===== config.mk =====
export PLATFORM = sky130hd
export DESIGN_NAME = console_mmio
export DESIGN_NICKNAME = d
export VERILOG_FILES = /design/src/rtl/console_pkg.sv /design/src/rtl/console_bus_decode.sv /design/src/rtl/console_rx_side.sv /design/src/rtl/console_tx_side.sv /design/src/rtl/console_mmio.sv
export SDC_FILE = /design/constraint.sdc
export NUM_CORES = 1
export LEC_CHECK = 0
export ABC_AREA = 1
export BUFFER_PORTS_ARGS = -buffer_cell sky130_fd_sc_hd__buf_2
export CAP_MARGIN = 20
export CORE_MARGIN = 4
export CORE_UTILIZATION = 39
export DETAILED_ROUTE_END_ITERATION = 16
export PLACE_DENSITY = 0.88
export SYNTH_ARGS = -nofsm -noshare
export SYNTH_HDL_FRONTEND = slang
export SYNTH_SLANG_ARGS = --single-unit

===== constraint.sdc =====
create_clock -name clk -period 1.7 [get_ports clk]
set_input_delay 0.34 -clock clk [delete_from_list [all_inputs] [get_ports clk]]
set_output_delay 0.34 -clock clk [all_outputs]
set_load 0.01 [all_outputs]

===== src/rtl/console_pkg.sv =====
// Shared constants and types for the console peripheral.
// Assumes a four-word register window: the word index selects the register.
package console_pkg;
    localparam int RDY_BIT = 0;
    localparam int IE_BIT  = 1;
    localparam int OVR_BIT = 2;

    typedef enum logic [2:0] {
        SEL_NONE,
        SEL_RX_CTRL,
        SEL_RX_DATA,
        SEL_TX_CTRL,
        SEL_TX_DATA
    } reg_sel_e;

    // Word index inside the window to register slot; the order is fixed by the address map.
    function automatic reg_sel_e slot_of(input logic [1:0] idx);
        case (idx)
            2'd0:    return SEL_RX_CTRL;
            2'd1:    return SEL_RX_DATA;
            2'd2:    return SEL_TX_CTRL;
            default: return SEL_TX_DATA;
        endcase
    endfunction
endpackage


===== src/rtl/console_bus_decode.sv =====
// Address decode and read-data mux for the console register window.
// Assumes word-aligned single-beat accesses; anything else reads zero and
// produces no strobe. Read data is combinational in the request cycle.
module console_bus_decode
    import console_pkg::*;
#(
    parameter int                ADDR_W    = 32,
    parameter int                DATA_W    = 32,
    parameter int                CHAR_W    = 8,
    parameter logic [ADDR_W-1:0] BASE_ADDR = 32'hFFFF_0000
) (
    input  logic              bus_valid,
    input  logic              bus_write,
    input  logic [ADDR_W-1:0] bus_addr,
    input  logic              bus_be0,
    input  logic              rx_ready,
    input  logic              rx_ie,
    input  logic              rx_ovr,
    input  logic [CHAR_W-1:0] rx_char,
    input  logic              tx_ready,
    input  logic              tx_ie,
    output reg_sel_e          rd_sel,
    output reg_sel_e          wr_sel,
    output logic [DATA_W-1:0] bus_rdata
);
    localparam int WIN_LSB = 4;

    logic     in_window;
    reg_sel_e hit_sel;

    // Match the upper address bits against the base and require word alignment.
    always_comb begin
        in_window = (bus_addr[ADDR_W-1:WIN_LSB] == BASE_ADDR[ADDR_W-1:WIN_LSB])
                    && (bus_addr[1:0] == 2'b00);
        hit_sel   = in_window ? slot_of(bus_addr[3:2]) : SEL_NONE;
    end

    // Split the hit into read and write strobes; stores need byte lane 0.
    always_comb begin
        rd_sel = (bus_valid && !bus_write) ? hit_sel : SEL_NONE;
        wr_sel = (bus_valid && bus_write && bus_be0) ? hit_sel : SEL_NONE;
    end

    // Assemble the read word for the selected register.
    always_comb begin
        bus_rdata = '0;
        case (rd_sel)
            SEL_RX_CTRL: begin
                bus_rdata[RDY_BIT] = rx_ready;
                bus_rdata[IE_BIT]  = rx_ie;
                bus_rdata[OVR_BIT] = rx_ovr;
            end
            SEL_RX_DATA: bus_rdata[CHAR_W-1:0] = rx_char;
            SEL_TX_CTRL: begin
                bus_rdata[RDY_BIT] = tx_ready;
                bus_rdata[IE_BIT]  = tx_ie;
            end
            default: bus_rdata = '0;
        endcase
    end
endmodule


===== src/rtl/console_rx_side.sv =====
// Receive side: latches incoming characters, tracks Ready and overrun, and
// gates Ready onto the receive interrupt. Assumes the source is always accepted.
module console_rx_side #(
    parameter int CHAR_W = 8
) (
    input  logic              clk,
    input  logic              rst_n,
    input  logic              in_valid,
    input  logic [CHAR_W-1:0] in_char,
    input  logic              rd_data_stb,
    input  logic              rd_ctrl_stb,
    input  logic              wr_ctrl_stb,
    input  logic              wr_ie,
    output logic              ready,
    output logic              ie,
    output logic              ovr,
    output logic [CHAR_W-1:0] char_q,
    output logic              irq
);
    logic overrun_now;

    // An arrival overruns when an unread character is held and not read now.
    assign overrun_now = in_valid && ready && !rd_data_stb;

    // Character holding register and Ready flag; arrival wins over a read.
    always_ff @(posedge clk) begin
        if (!rst_n) begin
            ready  <= 1'b0;
            char_q <= '0;
        end else if (in_valid) begin
            ready  <= 1'b1;
            char_q <= in_char;
        end else if (rd_data_stb) begin
            ready  <= 1'b0;
        end
    end

    // Sticky overrun flag, cleared by a control read unless set again.
    always_ff @(posedge clk) begin
        if (!rst_n)           ovr <= 1'b0;
        else if (overrun_now) ovr <= 1'b1;
        else if (rd_ctrl_stb) ovr <= 1'b0;
    end

    // Software-written interrupt enable.
    always_ff @(posedge clk) begin
        if (!rst_n)           ie <= 1'b0;
        else if (wr_ctrl_stb) ie <= wr_ie;
    end

    assign irq = ie && ready;
endmodule


===== src/rtl/console_tx_side.sv =====
// Transmit side: takes one character from the bus, presents it to the sink
// until the sink is not busy, and gates Ready onto the transmit interrupt.
// Assumes the sink takes a character in any cycle with valid high and busy low.
module console_tx_side #(
    parameter int CHAR_W = 8
) (
    input  logic              clk,
    input  logic              rst_n,
    input  logic              wr_data_stb,
    input  logic [CHAR_W-1:0] wr_char,
    input  logic              wr_ctrl_stb,
    input  logic              wr_ie,
    input  logic              out_busy,
    output logic              out_valid,
    output logic [CHAR_W-1:0] out_char,
    output logic              ready,
    output logic              ie,
    output logic              irq
);
    // Ready is the absence of a pending character.
    assign ready = !out_valid;

    // Pending character register: load when free, release on handoff.
    always_ff @(posedge clk) begin
        if (!rst_n) begin
            out_valid <= 1'b0;
            out_char  <= '0;
        end else if (out_valid) begin
            if (!out_busy) out_valid <= 1'b0;
        end else if (wr_data_stb) begin
            out_valid <= 1'b1;
            out_char  <= wr_char;
        end
    end

    // Software-written interrupt enable.
    always_ff @(posedge clk) begin
        if (!rst_n)           ie <= 1'b0;
        else if (wr_ctrl_stb) ie <= wr_ie;
    end

    assign irq = ie && ready;
endmodule


===== src/rtl/console_mmio.sv =====
// Console peripheral top: bus decode plus one receive and one transmit side.
// Assumes a synchronous active-low reset and a never-stalling word bus.
module console_mmio
    import console_pkg::*;
#(
    parameter int                ADDR_W    = 32,
    parameter int                DATA_W    = 32,
    parameter int                CHAR_W    = 8,
    parameter logic [ADDR_W-1:0] BASE_ADDR = 32'hFFFF_0000
) (
    input  logic              clk,
    input  logic              rst_n,
    input  logic              bus_valid,
    input  logic              bus_write,
    input  logic [ADDR_W-1:0] bus_addr,
    input  logic [DATA_W-1:0] bus_wdata,
    input  logic [3:0]        bus_be,
    output logic [DATA_W-1:0] bus_rdata,
    input  logic              rx_valid,
    input  logic [CHAR_W-1:0] rx_data,
    output logic              tx_valid,
    output logic [CHAR_W-1:0] tx_data,
    input  logic              tx_busy,
    output logic              irq_rx,
    output logic              irq_tx
);
    reg_sel_e          rd_sel, wr_sel;
    logic              rx_ready_w, rx_ie_w, rx_ovr_w, tx_ready_w, tx_ie_w;
    logic [CHAR_W-1:0] rx_char_w;
    logic              unused_bits;

    // Store bits and lanes the registers never look at.
    assign unused_bits = ^{bus_wdata[DATA_W-1:CHAR_W], bus_be[3:1]};

    console_bus_decode #(
        .ADDR_W(ADDR_W), .DATA_W(DATA_W), .CHAR_W(CHAR_W), .BASE_ADDR(BASE_ADDR)
    ) u_dec (
        .bus_valid(bus_valid), .bus_write(bus_write), .bus_addr(bus_addr),
        .bus_be0(bus_be[0]),
        .rx_ready(rx_ready_w), .rx_ie(rx_ie_w), .rx_ovr(rx_ovr_w), .rx_char(rx_char_w),
        .tx_ready(tx_ready_w), .tx_ie(tx_ie_w),
        .rd_sel(rd_sel), .wr_sel(wr_sel), .bus_rdata(bus_rdata)
    );

    console_rx_side #(.CHAR_W(CHAR_W)) u_rx (
        .clk(clk), .rst_n(rst_n),
        .in_valid(rx_valid), .in_char(rx_data),
        .rd_data_stb(rd_sel == SEL_RX_DATA),
        .rd_ctrl_stb(rd_sel == SEL_RX_CTRL),
        .wr_ctrl_stb(wr_sel == SEL_RX_CTRL),
        .wr_ie(bus_wdata[IE_BIT]),
        .ready(rx_ready_w), .ie(rx_ie_w), .ovr(rx_ovr_w), .char_q(rx_char_w),
        .irq(irq_rx)
    );

    console_tx_side #(.CHAR_W(CHAR_W)) u_tx (
        .clk(clk), .rst_n(rst_n),
        .wr_data_stb(wr_sel == SEL_TX_DATA),
        .wr_char(bus_wdata[CHAR_W-1:0]),
        .wr_ctrl_stb(wr_sel == SEL_TX_CTRL),
        .wr_ie(bus_wdata[IE_BIT]),
        .out_busy(tx_busy), .out_valid(tx_valid), .out_char(tx_data),
        .ready(tx_ready_w), .ie(tx_ie_w), .irq(irq_tx)
    );
endmodule


==> flow_summary.toml <==
[outcome]
status = "finished, violations left"
violations = "negative setup slack"

[placed_design]
hpwl_um = 2990
dp_slack_ns = -0.292
placed_area_um2 = 1890
io_buffer_count = 73
place_congestion = 0.787

[logic_synthesis]
synth_top_family_by_area = "simple AND/OR/NAND/NOR gates"
syn_avg_cell_area_um2 = 5.99
synthXorXnorAreaFrac_pct = 0
synth_compound_area_share_pct = 7.40
yosysUniqueCellTypes = 23
synth_area_um2 = 1500
synthSimpleGateAreaFrac_pct = 38.9
synthCells = 251
synthAdderAreaFrac_pct = 2.50
ys_ff_latch = 21
seq_area_frac_synth_pct = 28.0
muxShareOfSynthArea_pct = 0
yosys_warnings = 0

[clocking]
cts_hold_buffers = 0
cts_buffer_depth = 2
root_buffer = "clkbuf_8"
clkLatencyLatePin_ns = 0.25
clkSlewWorstSetupHoldPaths_ns = 0.07
h-tree-depth = 1
cts_num_sinks = 21
cts_buffers = 3
cts_tree = "built"

[detailed_routing]
routed_wl_um = 3840
drtIter0Drc = 45
num_vias = 1685
wl_per_cell_um = 9.91
final_antenna_net_count = 0
vias_per_cell = 4.35
drcViolationCount = 0
drt-pass1-iter-count = 5

[grt]
grt-ovfl-total = 0
antenna_found_initial = 0
grt_pass1_wl_um = 5930
track_usage_pct = 14.1
grt_max_degree = 20
grt_pass1_vias = 1547

[timing]
grt_setup_unrepaired = "yes"
finalSetupViolations = 8
finalHoldViolations = 0
fin_crit_sh_pct = 112
fin_crit_ns = 1.91
slew_violations = 0
fmax_mhz = 524
setup_ws_ns = -0.208
fin_skew_ns = 0.000702

[power]
p_leak_nw = 1.17
power.internal_mw = 0.771
power_density_nw_per_um2 = 494
clkPwrFrac_pct = 30.5
p_switching_mw = 0.282
power_frac_comb_pct = 20.6
netSwitchingFraction_pct = 26.8
p_seq_share_pct = 48.9
finalPower_mw = 1.05
ir_worst_vdd_mv = 0.465

[min_path]
worstHoldPathCells = 3
hold_class = "input pin to flop"
worstHoldStart = "bus_wdata[0]"

[setup_path]
crit_path_end_kind = "output pin"
crit_arrival_ns = 1.57
cp_cell_sequence = "buf_6, inv_4, nand2_2, nor2_1, nand4_1, nor2_4, buf_4, o21ai_0, buf_4, nand3_1, nand3_2, buf_2"
r2r_cells = 6
crit_top_cell = "buf_4"
worstPathRequired_ns = 1.36
critical_path_class = "input pin to output pin"
crit_start = "bus_addr[5]"
path_max_fanout = 3
max_stage_delay_ns = 0.16
startpoint_type = "input pin"
reg2reg_from = "u_tx.out_valid$_SDFF_PN0_"
crit_slowest_cell = "nand4_1"

[cells_and_area]
fin_util_pct = 57.8
synthToLayoutAreaGrowth_pct = 41.8
diodes = 0
layout-drive-gt1-share_pct = 38.1
nFillCells = 364
fin_nets = 425
final_cell_area_um2 = 2130

[floorplanning]
dieArea_um2 = 4910
floorplan.initialDensity_pct = 40.8
io-pin-count = 125
fp.dieW_um = 70.1
die_height_um = 70.1
rows = 22
core-area_um2 = 3690

[job]
maxCapViolCount = 0
## layout make-up
type / count / area (µm²) / share of cell area, %
multi-input cells: 187 / 922 / 43.3
well taps: 48 / 60.1 / 2.82
clock inverters: 1 / 5.00 / 0.235
repair buffers: 89 / 531 / 24.9
flip-flops and latches: 21 / 420 / 19.7
clock buffers: 3 / 41.3 / 1.94
inverters: 38 / 153 / 7.16
## power groups by stage
| stage | sequential [mW] | combinational, mW | clock, mW |
|---|---|---|---|
| 2_1_floorplan | 0.524 | 0.134 | 0 |
| 3_3_place_gp | 0.526 | 0.180 | 0 |
| 3_5_place_dp | 0.526 | 0.186 | 0 |
| 4_1_cts | 0.515 | 0.205 | 0.332 |
| 5_1_grt | 0.517 | 0.246 | 0.349 |
| 6_report | 0.515 | 0.217 | 0.322 |
## Yosys cell counts
library cell | number | share of area, %
nand3_1 | 15 | 5.0
nand2_1 | 58 | 14
a21oi_1 | 9 | 3.0
nand3b_1 | 1 | 0.50
nand2_2 | 1 | 0.42
buf_6 | 1 | 0.75
a31oi_1 | 1 | 0.42
conb_1 | 1 | 0.25
dfxtp_1 | 21 | 28
clkbuf_1 | 2 | 0.50
nand4_1 | 3 | 1.2
o21ai_0 | 9 | 3.0
inv_1 | 37 | 9.2
o211ai_1 | 2 | 1.0
buf_4 | 24 | 12
nor2_1 | 55 | 14
ha_1 | 3 | 2.5
nand2_4 | 1 | 0.75
buf_2 | 1 | 0.33
nor2_4 | 2 | 1.5
nor2_2 | 2 | 0.83
or2_2 | 1 | 0.42
inv_2 | 1 | 0.25
## sequential cells by signal (all words and copies together) (netlist names)
name            count
u_tx.out_valid      1
u_rx.char_q         8
u_rx.ovr            1
u_rx.ready          1
u_tx.out_char       8
u_tx.ie             1
u_rx.ie             1
## metrics by stage
step / hold slack, ns / setup TNS, ns / cells
global placement: 0.441 / -1.94 / 378
floorplan: 0.434 / -0.0855 / 274
finish: 0.300 / -1.51 / 387
detailed placement: 0.446 / -2.25 / 378
CTS: 0.297 / -2.66 / 391
global route: 0.311 / -2.55 / 387
## kinds of logic after synthesis
kind of cell               Yosys count
AOI/OAI and AO/OA                   21
adders and majority gates            3
buffers and inverters               66
DFF                                 21
other                                1
and+or+nand+nor                    139
## timing repair
action | in CTS | in global routing
buffers inserted | 9 | 2
pin swaps | 10 | 18
gates resized for setup | 15 | 30
setup endpoints to repair | 8 | 12
## worst max-delay path: cells and delay by family
kind | cells | cell delay, ns
AND/OR/NAND/NOR | 6 | 0.60
buffers and inverters | 5 | 0.55
AO/OA/AOI/OAI | 1 | 0.08
## routing by layer
metal / track usage [%] / wire [µm]
met2: 26.4 / 1970
met1: 15.7 / 1560
met5: 0 / 0
met4: 2.55 / 8
met3: 4.17 / 290
## cells in the final DEF (no fill, tap or decap)
cell type  instances
inv_4              4
clkinv_2           1
nand2_2            5
nand3_4            1
o211ai_1           2
buf_2             67
nand2_1           54
clkbuf_8           3
nor2_1            45
buf_6              8
inv_2              3
o21ai_0            9
dfxtp_1           21
nand3_1            8
a21oi_2            1
nand2_4            1
inv_1             31
nand4_1            3
nor2_4             5
nand3_2            6
ha_1               3
buf_4             14
conb_1            24
nand3b_1           1
nor2_2             9
a31oi_1            1
or2_4              1
a21oi_1            8
## final timing paths
kind / to / slack (ns)
setup / recovery: bus_rdata[1] / -0.21
hold / removal: u_tx.out_char[0]$_SDFFE_PN0P_ / 0.30
setup reg to reg: u_tx.out_char[6]$_SDFFE_PN0P_ / 0.59
hold reg to reg: u_rx.char_q[3]$_SDFFE_PN0P_ / 0.45
Note: power is estimated with default switching activity, not from simulation.
